`config.mk`:
```
export PLATFORM = sky130hd
export DESIGN_NAME = gate_counter
export DESIGN_NICKNAME = d
export VERILOG_FILES = /design/src/rtl/gate_counter_pkg.sv /design/src/rtl/gate_counter_edge.sv /design/src/rtl/gate_counter_ctrl.sv /design/src/rtl/gate_counter_dp.sv /design/src/rtl/gate_counter.sv
export SDC_FILE = /design/constraint.sdc
export NUM_CORES = 1
export LEC_CHECK = 0
export ABC_AREA = 1
export CAP_MARGIN = 10
export CORE_ASPECT_RATIO = 0.5
export CORE_UTILIZATION = 40
export CTS_CLUSTER_SIZE = 24
export DETAILED_ROUTE_END_ITERATION = 8
export SETUP_SLACK_MARGIN = 0.3
export SYNTH_ARGS = -nofsm -noshare
export SYNTH_HDL_FRONTEND = slang
export SYNTH_SLANG_ARGS = --single-unit
export TNS_END_PERCENT = 5
```
`constraint.sdc`:
```
create_clock -name clk -period 4.8 [get_ports clk]
set_clock_uncertainty 0.1 [all_clocks]
set_input_delay 1.2 -clock clk [delete_from_list [all_inputs] [get_ports clk]]
set_output_delay 1.2 -clock clk [all_outputs]
set_load 0.02 [all_outputs]
```
`src/rtl/gate_counter_pkg.sv`:
```
package gate_counter_pkg;

  // strobes from control to datapath
  typedef struct packed {
    logic countEv;   // one counting event on the measured input
    logic loadDisp;  // copy running count into held display
    logic clearCnt;  // restart running count (cycle after loadDisp)
  } ctrl_strb_t;

  localparam int unsigned MAX_DIV = 1000;

  function automatic int unsigned divFor(input logic [1:0] code);
    case (code)
      2'd0:    return 1;
      2'd1:    return 10;
      2'd2:    return 100;
      default: return MAX_DIV;
    endcase
  endfunction

endpackage

```
`src/rtl/gate_counter_edge.sv`:
```
module gate_counter_edge #(
  parameter int STAGES = 2
) (
  input  logic clk,
  input  logic rstN,
  input  logic din,
  input  logic selFall,
  output logic ev
);

  logic [STAGES-1:0] syncQ;
  logic              prevQ;
  logic              syncOut;

  assign syncOut = syncQ[STAGES-1];

  always_ff @(posedge clk) begin
    if (!rstN) begin
      syncQ <= '0;
      prevQ <= 1'b0;
    end else begin
      syncQ <= {syncQ[STAGES-2:0], din};
      prevQ <= syncOut;
    end
  end

  always_comb begin
    if (selFall) ev = prevQ & ~syncOut;
    else         ev = syncOut & ~prevQ;
  end

endmodule

```
`src/rtl/gate_counter_ctrl.sv`:
```
module gate_counter_ctrl
  import gate_counter_pkg::*;
(
  input  logic       clk,
  input  logic       rstN,
  input  logic       measEv,
  input  logic       refEv,
  input  logic [1:0] divSel,
  output ctrl_strb_t strb
);

  localparam int PRE_W = $clog2(MAX_DIV);

  logic [PRE_W-1:0] preCnt;
  logic [PRE_W-1:0] divLast;
  logic             wrap;
  logic             clearPend;

  assign divLast = PRE_W'(divFor(divSel) - 1);
  assign wrap    = refEv && (preCnt >= divLast);

  always_ff @(posedge clk) begin
    if (!rstN) begin
      preCnt    <= '0;
      clearPend <= 1'b0;
    end else begin
      if (refEv) preCnt <= wrap ? '0 : preCnt + 1'b1;
      clearPend <= wrap;
    end
  end

  always_comb begin
    strb.countEv  = measEv;
    strb.loadDisp = wrap;
    strb.clearCnt = clearPend;
  end

  AST_PRESCALE_RANGE: assert property (@(posedge clk) disable iff (!rstN)
    preCnt < PRE_W'(MAX_DIV));
  AST_LOAD_GAP: assert property (@(posedge clk) disable iff (!rstN)
    strb.loadDisp |=> !strb.loadDisp);

endmodule

```
`src/rtl/gate_counter_dp.sv`:
```
module gate_counter_dp
  import gate_counter_pkg::*;
#(
  parameter int CNT_W = 24
) (
  input  logic             clk,
  input  logic             rstN,
  input  ctrl_strb_t       strb,
  output logic [CNT_W-1:0] heldCount,
  output logic             heldOvf,
  output logic             updateStrobe
);

  localparam logic [CNT_W-1:0] CNT_MAX = {CNT_W{1'b1}};

  logic [CNT_W-1:0] cnt;
  logic             ovf;
  logic             carry;

  always_ff @(posedge clk) begin
    if (!rstN) begin
      cnt          <= '0;
      ovf          <= 1'b0;
      carry        <= 1'b0;
      heldCount    <= '0;
      heldOvf      <= 1'b0;
      updateStrobe <= 1'b0;
    end else begin
      if (strb.clearCnt) begin
        cnt   <= CNT_W'(strb.countEv) + CNT_W'(carry);
        ovf   <= 1'b0;
        carry <= 1'b0;
      end else if (strb.countEv) begin
        if (strb.loadDisp)      carry <= 1'b1;
        else if (cnt == CNT_MAX) ovf  <= 1'b1;
        else                     cnt  <= cnt + 1'b1;
      end
      if (strb.loadDisp) begin
        heldCount <= cnt;
        heldOvf   <= ovf;
      end
      updateStrobe <= strb.loadDisp;
    end
  end

  AST_HOLD_STABLE: assert property (@(posedge clk) disable iff (!rstN)
    !strb.loadDisp |=> $stable(heldCount) && $stable(heldOvf));
  AST_DISP_LOAD: assert property (@(posedge clk) disable iff (!rstN)
    strb.loadDisp |=> heldCount == $past(cnt));
  AST_CLEAR_RESTART: assert property (@(posedge clk) disable iff (!rstN)
    strb.clearCnt |=> (cnt <= CNT_W'(2)) && !ovf);
  AST_NO_LOAD_CLEAR: assert property (@(posedge clk) disable iff (!rstN)
    !(strb.loadDisp && strb.clearCnt));
  AST_SAT_NO_WRAP: assert property (@(posedge clk) disable iff (!rstN)
    (cnt == CNT_MAX && !strb.clearCnt) |=> cnt == CNT_MAX);

endmodule

```
`src/rtl/gate_counter.sv`:
```
module gate_counter
  import gate_counter_pkg::*;
#(
  parameter int CNT_W     = 24,
  parameter int SYNC_DEPTH = 2
) (
  input  logic             clk,
  input  logic             rstN,
  input  logic             measIn,
  input  logic             refIn,
  input  logic             fallEdgeSel,
  input  logic [1:0]       divSel,
  output logic [CNT_W-1:0] heldCount,
  output logic             heldOvf,
  output logic             updateStrobe
);

  localparam int N_IN = 2;  // index 0: measured, 1: reference

  logic [N_IN-1:0] rawIn;
  logic [N_IN-1:0] selFall;
  logic [N_IN-1:0] evIn;
  ctrl_strb_t      strb;

  assign rawIn   = {refIn, measIn};
  assign selFall = {1'b0, fallEdgeSel};

  for (genvar i = 0; i < N_IN; i++) begin : g_in
    gate_counter_edge #(.STAGES(SYNC_DEPTH)) u_edge (
      .clk     (clk),
      .rstN    (rstN),
      .din     (rawIn[i]),
      .selFall (selFall[i]),
      .ev      (evIn[i])
    );
  end

  gate_counter_ctrl u_ctrl (
    .clk    (clk),
    .rstN   (rstN),
    .measEv (evIn[0]),
    .refEv  (evIn[1]),
    .divSel (divSel),
    .strb   (strb)
  );

  gate_counter_dp #(.CNT_W(CNT_W)) u_dp (
    .clk          (clk),
    .rstN         (rstN),
    .strb         (strb),
    .heldCount    (heldCount),
    .heldOvf      (heldOvf),
    .updateStrobe (updateStrobe)
  );

  AST_STROBE_PULSE: assert property (@(posedge clk) disable iff (!rstN)
    updateStrobe |=> !updateStrobe);

endmodule

```
---- Word level (Yosys, flattened, before mapping) ----
Index checks and enable logic that the tools add are counted.
storage, ports and cells
  register bits after elaboration ......... 68
  input port bits ......................... 7
  output and inout bits ................... 26
  logic and storage cells ................. 43
operators by class
  add/subtract/negate cells ............... 4
  order comparisons ....................... 1
  equality and inequality tests ........... 5
  mux-type cells .......................... 7
  bitwise operators ....................... 8
  reduce and logical (&&, ||, !) cells .... 7
operators by type and width
  kind                                                    count
  two-way mux 24 bit                                      4
  case mux 10 bit (3 select lines)                        1
  adder 24 x 1 -> 24 bit (second input constant)          1
  == test 24 bit (second input constant)                  1
  adder 10 x 1 -> 10 bit (second input constant)          1
  >= comparator 10 bit                                    1
  two-way mux 10 bit                                      1
  subtractor 10 x 1 -> 10 bit (second input constant)     1
  AND reduction 3 bit                                     2
  NOT 1 bit                                               5
  inequality test 2 x 1 -> 1 bit (second input constant)  2
  AND 1 bit                                               3
  adder 1 x 1 -> 2 bit                                    1
  == test 2 x 1 -> 1 bit (second input constant)          1
  == test 2 bit (second input constant)                   1
  logical NOT 2 bit                                       1
  AND reduction 2 bit                                     1
  nonzero test 2 bit                                      1
  OR reduction 2 bit                                      1
  logical AND 1 bit                                       1
  two-way mux 1 bit                                       1

---- Longest topological paths before layout ----
Gate-level depths: netlist of run 1.
  depth after elaboration ................. 8
  depth in mapped cells ................... 15
  gate-level depth less buffers ........... 15

---- Hierarchy ----
From an unflattened synthesis of run 1, not the netlist that was laid out.
unflattened totals
  cells, all modules ...................... 516
  area total of the unflattened synthesis .. 3,657.3 µm²
by module, submodules not included
  module             times used  cells each  area an instance (µm²)  seq. area each (µm²)
  gate_counter_dp    1           373         2,640.0                 1,041.0
  gate_counter_ctrl  1           112         798.3                   220.2
  gate_counter_edge  2           15          107.6                   60.1
  gate_counter       1           1           3.8                     0.0

---- Worst setup path after synthesis of run 1 ----
Ideal clock, no wire load.
  path type ............................... in2reg
  start ................................... in divSel[1]
  end ..................................... reg u_dp.heldCount[13]
  library setup time ...................... 0.074 ns
  arrival time ............................ 2.812 ns
  data required time ...................... 4.626 ns
  slack ................................... 1.813 ns
  stages .................................. 13
  path buffers ............................ 2
  cell sequence ........................... or2_2 -> ha_1 -> inv_1 -> nand2_1 -> nand2_1 -> nand2_1 -> nand3_1 -> nand3_1 -> nand2_1 -> buf_2 -> clkbuf_1 -> nand3_1 -> o21ai_0
between the ends
  word-level cells in the longest chain between the ends .. 5
  elaborated cells on any way between the ends .. 7
  those cells by class .................... 1 x add/sub; 1 x order compare; 2 x eq/ne; 1 x mux; 2 x reduce/logical
RTL lines
  item                                   RTL line                 text
  start, declared                        gate_counter.sv:12       input logic [1:0] divSel,
  == test 2 bit (tied with other cells)  gate_counter_pkg.sv:13   case (code)
  case mux 10 bit (3 select lines) (*)   gate_counter_pkg.sv:13
  subtractor 10 x 1 -> 10 bit (*)        gate_counter_ctrl.sv:19  assign divLast = PRE_W'(divFor(divSel) - 1);
  >= comparator 10 bit (*)               gate_counter_ctrl.sv:20  assign wrap = refEv && (preCnt >= divLast);
  logical AND 1 bit (*)                  gate_counter_ctrl.sv:20
  end signal, assigned                   gate_counter_dp.sv:39    heldCount <= cnt;
  end, declared                          gate_counter_dp.sv:9     output logic [CNT_W-1:0] heldCount,
Mark *: on every way between the ends. The rest lies on a longest branch, timed or not.
A chain may end at the register's enable or synchronous reset.

---- Worst setup path in the final report of run 1 ----
  start ................................... in divSel[1]
  end ..................................... reg u_dp.heldCount[9]
Same word-level chain as after synthesis.

==> results of run 1 <==
-- how the worst max path moves through the flow --
stage          slack [ns]       from                              end
2_1_floorplan        1.81  divSel[1]  u_dp.heldCount[13]$_SDFFE_PN0N_
3_3_place_gp         1.02  divSel[1]    u_ctrl.preCnt[8]$_SDFFE_PN0P_
3_5_place_dp         0.90  divSel[1]  u_dp.heldCount[19]$_SDFFE_PN0N_
4_1_cts              1.26  divSel[1]   u_dp.heldCount[9]$_SDFFE_PN0N_
5_1_grt              0.94  divSel[1]  u_dp.heldCount[11]$_SDFFE_PN0N_
6_report             1.27  divSel[1]   u_dp.heldCount[9]$_SDFFE_PN0N_
-- power groups by stage --
stage / Clock, mW / Sequential (mW) / Combinational [mW]
final: 0.607 / 0.574 / 0.0536
after detailed placement: 0 / 0.585 / 0.0539
after global routing: 0.655 / 0.574 / 0.0611
after CTS: 0.621 / 0.573 / 0.0541
after floorplan: 0 / 0.584 / 0.0368
after global placement: 0 / 0.585 / 0.0533
-- metal layers --
| metal | up-vias | share of wire, % | track usage, % |
|---|---|---|---|
| met5 | - | 0 | 0 |
| met4 | 0 | 1.3 | 6.818 |
| met3 | 8 | 4.2 | 5.111 |
| met2 | 58 | 45 | 34.59 |
| met1 | 1445 | 49 | 25.78 |
| li1 | 1659 | - | - |
-- worst max-delay path, delay by kind of cell --
kind            cells  cell delay (ns)
compound gates      1             0.28
buf+inv             3             0.71
fa+ha+maj           1             0.28
simple gates        8             1.20
-- registers in the layout, summed over array words and instances, names as in the netlist --
register and count:
g_in.u_edge.prevQ 2, u_dp.heldOvf 1, u_dp.carry 1, u_dp.ovf 1, g_in.u_edge.syncQ 4, u_dp.heldCount 24, u_ctrl.preCnt 10, u_dp.updateStrobe 1
u_dp.cnt 24
-- Yosys cell counts, drive strengths merged --
library cell	number
a21o	1
nand3b	1
ha	13
xnor2	1
clkinv	1
o21ai	36
nand3	47
a21oi	19
and3	1
nor2	68
buf	6
or3	1
conb	1
xor2	11
nand4	14
nor3	6
o21a	2
nor3b	1
or2	2
dfxtp	68
nand2	126
inv	65
clkbuf	7
-- layout make-up --
cell class                 count  area (um^2)  share of cell area [%]
multi-input combinational    351         1800                   43.24
sequential                    68         1361                   32.69
timing repair buffer          35        342.8                   8.233
clock buffer                  14        264.0                   6.340
inverter                      66        247.7                   5.950
tap                          112        140.1                   3.365
clock inverter                 1        7.507                  0.1803
-- layout by cell type, fill, tap and decap left out, drive strengths merged --
master	n
or3	1
clkbuf	14
nand2	126
ha	13
buf	3
xor2	11
a21o	1
nand3	47
nand4	14
nor3b	1
o21a	2
clkinvlp	1
or2	2
dfxtp	68
conb	1
a21oi	19
xnor2	1
nor2	68
clkinv	1
o21ai	36
nor3	6
and3	1
inv	65
nand3b	1
clkdlybuf4s50	32
-- logic make-up (layout without fill, tap and decap cells) --
| group | after synthesis | in the layout |
|---|---|---|
| buffers and inverters | 79 | 116 |
| adder cells (fa/ha/maj) | 13 | 13 |
| AND/OR/NAND/NOR | 267 | 267 |
| AO/OA/AOI/OAI | 58 | 58 |
| other | 1 | 1 |
| flip-flops | 68 | 68 |
| XOR/XNOR | 12 | 12 |
==> impl_metrics.csv, run 1 <==
group,metric,value,unit
run_status,status,"finished clean",
timing,period_needed,3.532,ns
die,core_area,0.008202,mm^2
layout,antennaDiodeCount,0,
yosys,yosysSeqAreaShare,39.22,%
clock_network,numCtsBuffers,9,
clock_network,root_buffer,"clkbuf_16",
yosys,ys_warn_count,0,
critical_path,cpMaxStageDelayCell,"clkdlybuf4s50_1",
timing,maxSlewHeadroom,57.67,%
place,portBuffers,32,
power,switchingPower,271.4,uW
drt,routedWlPerCell,12.81,um
yosys,synth_top_family_by_area,"simple AND/OR/NAND/NOR gates",
grt,grt_max_degree,37,
clock_network,clk_latency,0.33,ns
layout,layout-drive-gt1-share,5.981,%
clock_network,postCtsSetupBuffers,0,
timing,drv_slew,0,
layout,area_growth_syn_to_layout,19.97,%
critical_path,critPathMostFrequentCell,"nand2_1",
power,clkPwrFrac,49.2,%
yosys,synthAdderAreaFrac,4.686,%
timing,hold_viol_final,0,
die,die_w,133.7,um
grt,antenna_found_initial,0,
place,dp.cells,632,
drt,first_pass_iters,5,
min_path,hp-start,"g_in[1].u_edge.syncQ[0]$_SDFF_PN0_",
yosys,synthSimpleGateAreaFrac,35.26,%
die,fp-row-count,23,
clock_network,cts.sinks,68,
timing,rsz0062_at_grt,"false",
yosys,post_synth_num_cell_types,36,
critical_path,required,4.94,ns
timing,tightest_slew,0.6350,ns
min_path,min_path_type,"flip-flop to flip-flop",
drt,wl,8286,um
layout,fin_area,0.004164,mm^2
die,ios,33,
timing,fmax,283.1,MHz
layout,fillers,824,
critical_path,worst_r2r_endpoint,"u_dp.heldCount[9]$_SDFFE_PN0N_",
yosys,yosysTopAreaCell,"dfxtp_1",
grt,gr-total-overflow,0,
drt,ant_nets,0,
die,dieArea,0.009077,mm^2
yosys,syn_area,0.003471,mm^2
yosys,syn_nets,518,
place,post-place-ws,0.9046,ns
grt,grt_pass1_wl,13940,um
drt,drc,0,
critical_path,start_kind,"input pin",
min_path,holdPathStages,2,
grt,track_usage,20.38,%
yosys,syn_inst,498,
timing,hold_slack,0.3099,ns
yosys,synthTopCellsByArea,"dfxtp_1, nand2_1, inv_1",
timing,setup_viol,0,
clock_network,h-tree-depth,3,
place,gp_routability_congestion,0.8328,
critical_path,crit_fanout,20,
die,start_util,42.32,%
power,seq_power_share,46.5,%
drt,dr.first_iter.drc_count,205,
power,power.internal,963.2,uW
critical_path,r2r-start,"u_ctrl.preCnt[0]$_SDFFE_PN0P_",
power,power_density,296.5,mW/mm^2
layout,fin_util,50.77,%
yosys,syn_avg_cell_area,6.970,um^2
yosys,synth.mux.area_fraction,0,%
critical_path,r2r_setup_slack,2.49,ns
drt,dr_total_vias,3170,
critical_path,path_cells,"clkdlybuf4s50_1 -> or2_2 -> ha_1 -> inv_1 -> nand2_1 -> nand2_1 -> nand2_1 -> nand3_1 -> nand3_1 -> nand2_1 -> inv_1 -> nand2_1 -> o21ai_0",
clock_network,cts_hold_buf,0,
grt,grt_pass1_vias,2842,
power,power.leakage,1.720,nW
critical_path,path_class,"input pin to flip-flop",
drt,vias_per_cell,4.900,
yosys,synth-compound-area-share,8.796,%
critical_path,cp_data_arrival_time,3.68,ns
timing,final.setup.worst_slack,1.268,ns
critical_path,critPathMaxStageDelay,0.47,ns
critical_path,reg2reg_depth,12,
place,dpl.hpwl,6237,um
power,finalPower,1.235,mW
yosys,synth.top_cell.area_share,39.22,%
clock_network,post_cts_resized,0,
die,die_h,67.87,um
yosys,synth-xor-area-share,3.028,%
min_path,min_delay_worst_endpoint,"g_in[1].u_edge.syncQ[1]$_SDFF_PN0_",
power,pwr-share-comb,4.3,%
critical_path,end_kind,"flip-flop",
timing,fin_crit_sh,73.59,%
timing,final.setup.tns,0,ns
run,drv_cap,0,
place,place_area,0.003892,mm^2
power,switching_share,21.98,%
power,max-vdd-ir-drop,169.3,uV
clock_network,cts_tree,"yes",
clock_network,clock_path_buffers,2,
clock_network,clkTransAtPathRegs,0.05,ns
layout,fin_cells,647,
yosys,synth_seq_cells,68,
layout,nNetsFinal,551,
No activity file was read; power rests on OpenSTA's default activity.
==> run 2: changes to the inputs <==
Clock period 4.8 ns to 3.6 ns, I/O delays scaled along.
==> run 2 against run 1 <==
Clock power rose by 55%. Non-clock buffer count grew 4. Global-route usage rose by 0.57 points. Count of clock-buffer cells in the layout decreased by 2. Die area did not move. Core utilization is 0.98 points higher. Via count is 0.88% higher. Wire length grew 2.8%. Sequential power increased by 33%. Sequential cell count is the same. Register-to-register slack got worse by 1.1 ns. Cell count increased by 0.77%. Highest routed layer unchanged.
==> impl_metrics.csv, run 2 (same netlist as run 1, synthesis figures left out) <==
group,metric,value,unit
run_status,status,"finished clean",
clock_network,clk_latency,0.33,ns
critical_path,end_kind,"flip-flop",
layout,area_growth_syn_to_layout,22.28,%
timing,setup_viol,0,
drt,routedWlPerCell,13.06,um
critical_path,path_class,"input pin to flip-flop",
critical_path,critPathMaxStageDelay,0.47,ns
clock_network,cts_tree,"yes",
die,start_util,42.32,%
grt,track_usage,20.96,%
die,core_area,0.008202,mm^2
die,die_h,67.87,um
place,gp_routability_congestion,0.8793,
die,fp-row-count,23,
place,portBuffers,32,
grt,grt_pass1_vias,2987,
layout,fin_cells,652,
clock_network,post_cts_resized,0,
clock_network,clkTransAtPathRegs,0.05,ns
grt,grt_pass1_wl,14350,um
critical_path,r2r_setup_slack,1.40,ns
timing,rsz0062_at_grt,"false",
drt,vias_per_cell,4.905,
min_path,holdPathStages,2,
critical_path,cp_data_arrival_time,3.15,ns
min_path,hp-start,"g_in[1].u_edge.syncQ[0]$_SDFF_PN0_",
critical_path,crit_fanout,9,
critical_path,worst_r2r_endpoint,"u_dp.cnt[18]$_SDFFE_PN0P_",
layout,antennaDiodeCount,0,
power,max-vdd-ir-drop,210.5,uV
grt,antenna_found_initial,0,
min_path,min_path_type,"flip-flop to flip-flop",
power,power_density,419.4,mW/mm^2
place,dp.cells,636,
critical_path,cpMaxStageDelayCell,"clkdlybuf4s50_1",
timing,final.setup.tns,0,ns
place,dpl.hpwl,6279,um
clock_network,h-tree-depth,3,
clock_network,clock_path_buffers,2,
die,die_w,133.7,um
critical_path,start_kind,"input pin",
layout,reg_top3,"u_dp.cnt: 24 flops, u_dp.heldCount: 24 flops, u_ctrl.preCnt: 10 flops",
drt,wl,8517,um
drt,dr_total_vias,3198,
clock_network,numCtsBuffers,9,
power,power.leakage,1.764,nW
layout,layout-drive-gt1-share,7.222,%
drt,dr.first_iter.drc_count,194,
min_path,min_delay_worst_endpoint,"g_in[1].u_edge.syncQ[1]$_SDFF_PN0_",
die,ios,33,
grt,grt_max_degree,37,
layout,fin_area,0.004244,mm^2
power,finalPower,1.780,mW
timing,hold_viol_final,0,
clock_network,postCtsSetupBuffers,0,
critical_path,critPathMostFrequentCell,"nand2_1",
critical_path,path_cells,"clkdlybuf4s50_1 -> or2_2 -> ha_1 -> inv_1 -> nand2_1 -> nand2_1 -> nand2_1 -> nand3_1 -> nand3_1 -> nand2_2 -> nand3_4 -> nand2_2 -> o21ai_0 -> nand2_1 -> inv_1",
clock_network,cts_hold_buf,0,
timing,drv_slew,0,
timing,period_needed,3.017,ns
layout,final_common_cell,"nand2_1",
drt,first_pass_iters,4,
layout,nNetsFinal,555,
critical_path,required,3.73,ns
clock_network,cts.sinks,68,
timing,fmax,331.4,MHz
drt,ant_nets,0,
critical_path,reg2reg_depth,10,
die,dieArea,0.009077,mm^2
grt,gr-total-overflow,0,
place,place_area,0.003923,mm^2
timing,fin_crit_sh,83.82,%
layout,mostFrequentLayoutCells,"nand2_1, dfxtp_1, inv_1",
run,drv_cap,0,
clock_network,root_buffer,"clkbuf_16",
critical_path,r2r-start,"u_dp.cnt[1]$_SDFFE_PN0P_",
drt,drc,0,
run 2: power breakdown:
group | switching (mW) | internal (mW) | leakage (nW)
Clock | 0.318 | 0.624 | 0.153
Combinational | 0.0485 | 0.0256 | 1.06
Sequential | 0.00508 | 0.759 | 0.549
run 2: final cells by class:
| class | instances | area (um^2) |
|---|---|---|
| clock inverters | 4 | 72.57 |
| well taps | 112 | 140.1 |
| flip-flops and latches | 68 | 1361 |
| clock buffers | 12 | 246.5 |
| inverters | 66 | 247.7 |
| fillers | 815 | 3958 |
| repair buffers | 39 | 372.9 |
| multi-input cells | 351 | 1803 |
run 2: metal layers:
layer / vias to the layer above / global-route usage [%] / share of wire, %
met1: 1454 / 26.55 / 49
met4: 0 / 6.818 / 1.3
li1: 1665 / - / -
met2: 68 / 34.65 / 45
met3: 11 / 6.296 / 4.4
met5: - / 0 / 0
run 2: worst max path at each step:
stage / from / end / slack [ns] / cells after the start
6_report: divSel[1] / u_dp.cnt[7]$_SDFFE_PN0P_ / 0.58 / 15
5_1_grt: divSel[1] / u_dp.cnt[7]$_SDFFE_PN0P_ / 0.34 / 15
4_1_cts: divSel[1] / u_dp.cnt[7]$_SDFFE_PN0P_ / 0.50 / 15
3_5_place_dp: divSel[1] / u_dp.cnt[7]$_SDFFE_PN0P_ / 0.16 / 15
3_3_place_gp: divSel[1] / u_dp.cnt[13]$_SDFFE_PN0P_ / 0.23 / 15
2_1_floorplan: divSel[1] / u_dp.heldCount[13]$_SDFFE_PN0N_ / 0.91 / 13
run 2: through the flow:
stage | util (%) | setup slack (ns) | hold slack, ns
2_1_floorplan | - | 0.9135 | 0.2905
3_3_place_gp | 47.83 | 0.2262 | 0.2922
3_5_place_dp | 47.83 | 0.1592 | 0.3037
4_1_cts | 51.72 | 0.4985 | 0.3174
5_1_grt | 51.75 | 0.3405 | 0.3338
6_report | 51.75 | 0.5825 | 0.3126
run 2: worst max-delay path, delay by kind of cell:
family	cells	cell delay, ns
AO/OA/AOI/OAI	1	0.12
AND/OR/NAND/NOR	10	1.31
adder cells (fa/ha/maj)	1	0.27
buffers and inverters	3	0.55
==> run 3: changes to the inputs <==
Clock period 3.6 ns to 2.7 ns, I/O delays scaled along.
==> run 3 against run 2 <==
Global-route usage barely moved. Die area unchanged. Final area increased by 3.5%. Sequential power is 34% higher. Count of clock-buffer cells in the layout is the same. Wire length up 1.4%. Non-clock buffer count up 8. Core utilization grew 1.8 points. Clock power is 26% higher. Sequential share of layout area decreased by 1.1 points. Combinational power up 52%. Total power is 30% higher. Highest routed layer unchanged.
==> impl_metrics.csv, run 3 (same netlist as run 1, synthesis figures left out) <==
group,metric,value,unit
power,clkPwrFrac,51.2,%
critical_path,critPathMaxStageDelay,0.30,ns
die,core_area,0.008202,mm^2
layout,area_growth_syn_to_layout,26.60,%
layout,fin_cells,662,
clock_network,root_buffer,"clkbuf_16",
clock_network,h-tree-depth,3,
critical_path,cp_num_buf_inv,1,
place,portBuffers,32,
power,power.internal,1.815,mW
layout,layout-drive-gt1-share,10.91,%
timing,fmax,451.4,MHz
drt,vias_per_cell,4.876,
critical_path,end_kind,"flip-flop",
power,switching_share,21.79,%
timing,setup_viol,0,
critical_path,cpMaxStageDelayCell,"ha_1",
min_path,min_path_type,"flip-flop to flip-flop",
run_status,status,"finished clean",
place,dp.cells,644,
clock_network,clk_latency,0.33,ns
timing,hold_viol_final,0,
die,fp-row-count,23,
critical_path,start_kind,"input pin",
critical_path,crit_fanout,8,
power,switchingPower,505.7,uW
die,dieArea,0.009077,mm^2
power,max-vdd-ir-drop,333.4,uV
critical_path,path_cells,"clkbuf_2 -> nand2_1 -> ha_1 -> a21o_1 -> nor2_1 -> nand3_4 -> nand2_4 -> nand3_4 -> nand2_4 -> nand2_1 -> a21oi_1",
layout,nNetsFinal,565,
power,pwr-share-comb,4.9,%
die,ios,33,
drt,first_pass_iters,5,
grt,track_usage,21.00,%
clock_network,clkTransAtPathRegs,0.05,ns
timing,rsz0062_at_grt,"true",
timing,final.setup.worst_slack,0.4846,ns
die,start_util,42.32,%
timing,period_needed,2.215,ns
layout,final_common_cell,"nand2_1",
place,place_area,0.003995,mm^2
grt,antenna_found_initial,0,
grt,grt_pass1_vias,2907,
die,die_w,133.7,um
critical_path,required,2.86,ns
layout,mostFrequentLayoutCells,"nand2_1, dfxtp_1, inv_1",
layout,fillers,820,
drt,routedWlPerCell,13.05,um
timing,hold_slack,0.3105,ns
clock_network,cts_tree,"yes",
drt,ant_nets,0,
power,power.leakage,1.849,nW
critical_path,path_class,"input pin to flip-flop",
critical_path,crit_family,"simple AND/OR/NAND/NOR gates",
timing,drv_slew,0,
clock_network,cts.sinks,68,
place,gp_routability_congestion,0.8561,
min_path,holdPathStages,2,
grt,grt_max_degree,37,
layout,antennaDiodeCount,0,
critical_path,cp.depth,11,
power,power_density,528.1,mW/mm^2
drt,wl,8637,um
layout,fin_area,0.004394,mm^2
layout,reg_top3,"u_dp.cnt: 24 flops, u_dp.heldCount: 24 flops, u_ctrl.preCnt: 10 flops",
clock_network,cts_hold_buf,0,
power,seq_power_share,43.9,%
drt,drc,0,
critical_path,cp_data_arrival_time,2.38,ns
die,die_h,67.87,um
drt,dr_total_vias,3228,
clock_network,numCtsBuffers,9,
power,finalPower,2.321,mW
critical_path,reg2reg_depth,10,
drt,dr.first_iter.drc_count,202,
place,post-place-ws,-0.3953,ns
grt,grt_pass1_wl,14250,um
timing,fin_crit_sh,82.05,%
place,dpl.hpwl,6255,um
grt,gr-total-overflow,0,
clock_network,clock_path_buffers,2,
run,drv_cap,0,
## run 3: cell count changes in the layout (fill, tap and decap cells not counted), moves of 2 or more
| cell | change |
|---|---|
| nand3_2 | +2 |
| nand3_1 | -3 |
| nor2_2 | +2 |
| buf_6 | +2 |
| nor2_1 | -2 |
| clkdlybuf4s50_1 | -2 |
| buf_4 | +5 |
| clkbuf_2 | +2 |
| nand2_8 | +2 |
| nand2_4 | +2 |
## run 3: worst register-to-register path: stages (launching register included)
cell and delay (ns):
dfxtp_1 0.39, ha_1 0.22, nand2_1 0.13, nor2_4 0.25
nand3_4 0.14, nor2_4 0.14, nand3_4 0.15, nand3_4 0.27
nand2_4 0.14, o21ai_2 0.14, inv_1 0.04
## run 3: power by group through the flow
stage | combinational [mW] | clock, mW | sequential, mW
detailed placement | 0.103 | 0 | 1.04
global route | 0.127 | 1.26 | 1.02
CTS | 0.109 | 1.22 | 1.02
finish | 0.113 | 1.19 | 1.02
global placement | 0.103 | 0 | 1.04
floorplan | 0.0655 | 0 | 1.04
## run 3: metrics by stage
| step | utilization (%) | setup TNS (ns) |
|---|---|---|
| floorplan | - | 0 |
| global placement | 48.71 | -14.06 |
| detailed placement | 48.71 | -16.97 |
| CTS | 53.09 | 0 |
| global route | 53.58 | 0 |
| finish | 53.58 | 0 |
## run 3: layout make-up
type / count / area, um^2 / area share (%)
tap: 112 / 140.1 / 3.189
clock buffer: 12 / 256.5 / 5.837
clock inverter: 4 / 47.55 / 1.082
sequential: 68 / 1361 / 30.98
inverter: 66 / 247.7 / 5.638
multi-input combinational: 353 / 1898 / 43.19
timing repair buffer: 47 / 442.9 / 10.08
## run 3: worst paths after layout
path | start | endpoint | slack [ns]
max reg2reg | u_dp.cnt[1]$_SDFFE_PN0P_ | u_dp.cnt[18]$_SDFFE_PN0P_ | 0.49
min reg2reg | g_in[0].u_edge.syncQ[0]$_SDFF_PN0_ | g_in[0].u_edge.syncQ[1]$_SDFF_PN0_ | 0.31
min | g_in[0].u_edge.syncQ[0]$_SDFF_PN0_ | g_in[0].u_edge.syncQ[1]$_SDFF_PN0_ | 0.31
max | divSel[0] | u_dp.cnt[8]$_SDFFE_PN0P_ | 0.48
## run 3: metal layers
layer	part of all wire (%)	track usage (%)	wire length (um)	up-vias
met5	0	0	0	-
met4	1.2	9.375	101	0
met3	5.9	4.667	508	7
met2	45	34.59	3876	71
met1	48	26.92	4152	1450
li1	-	-	-	1700
## run 3: repair_timing
action                     4_1_cts  5_1_grt
setup endpoints to repair       61       54
resized for setup               13       11
pin swaps                        4        5
buffers inserted                 0        0
cloned                           1        1
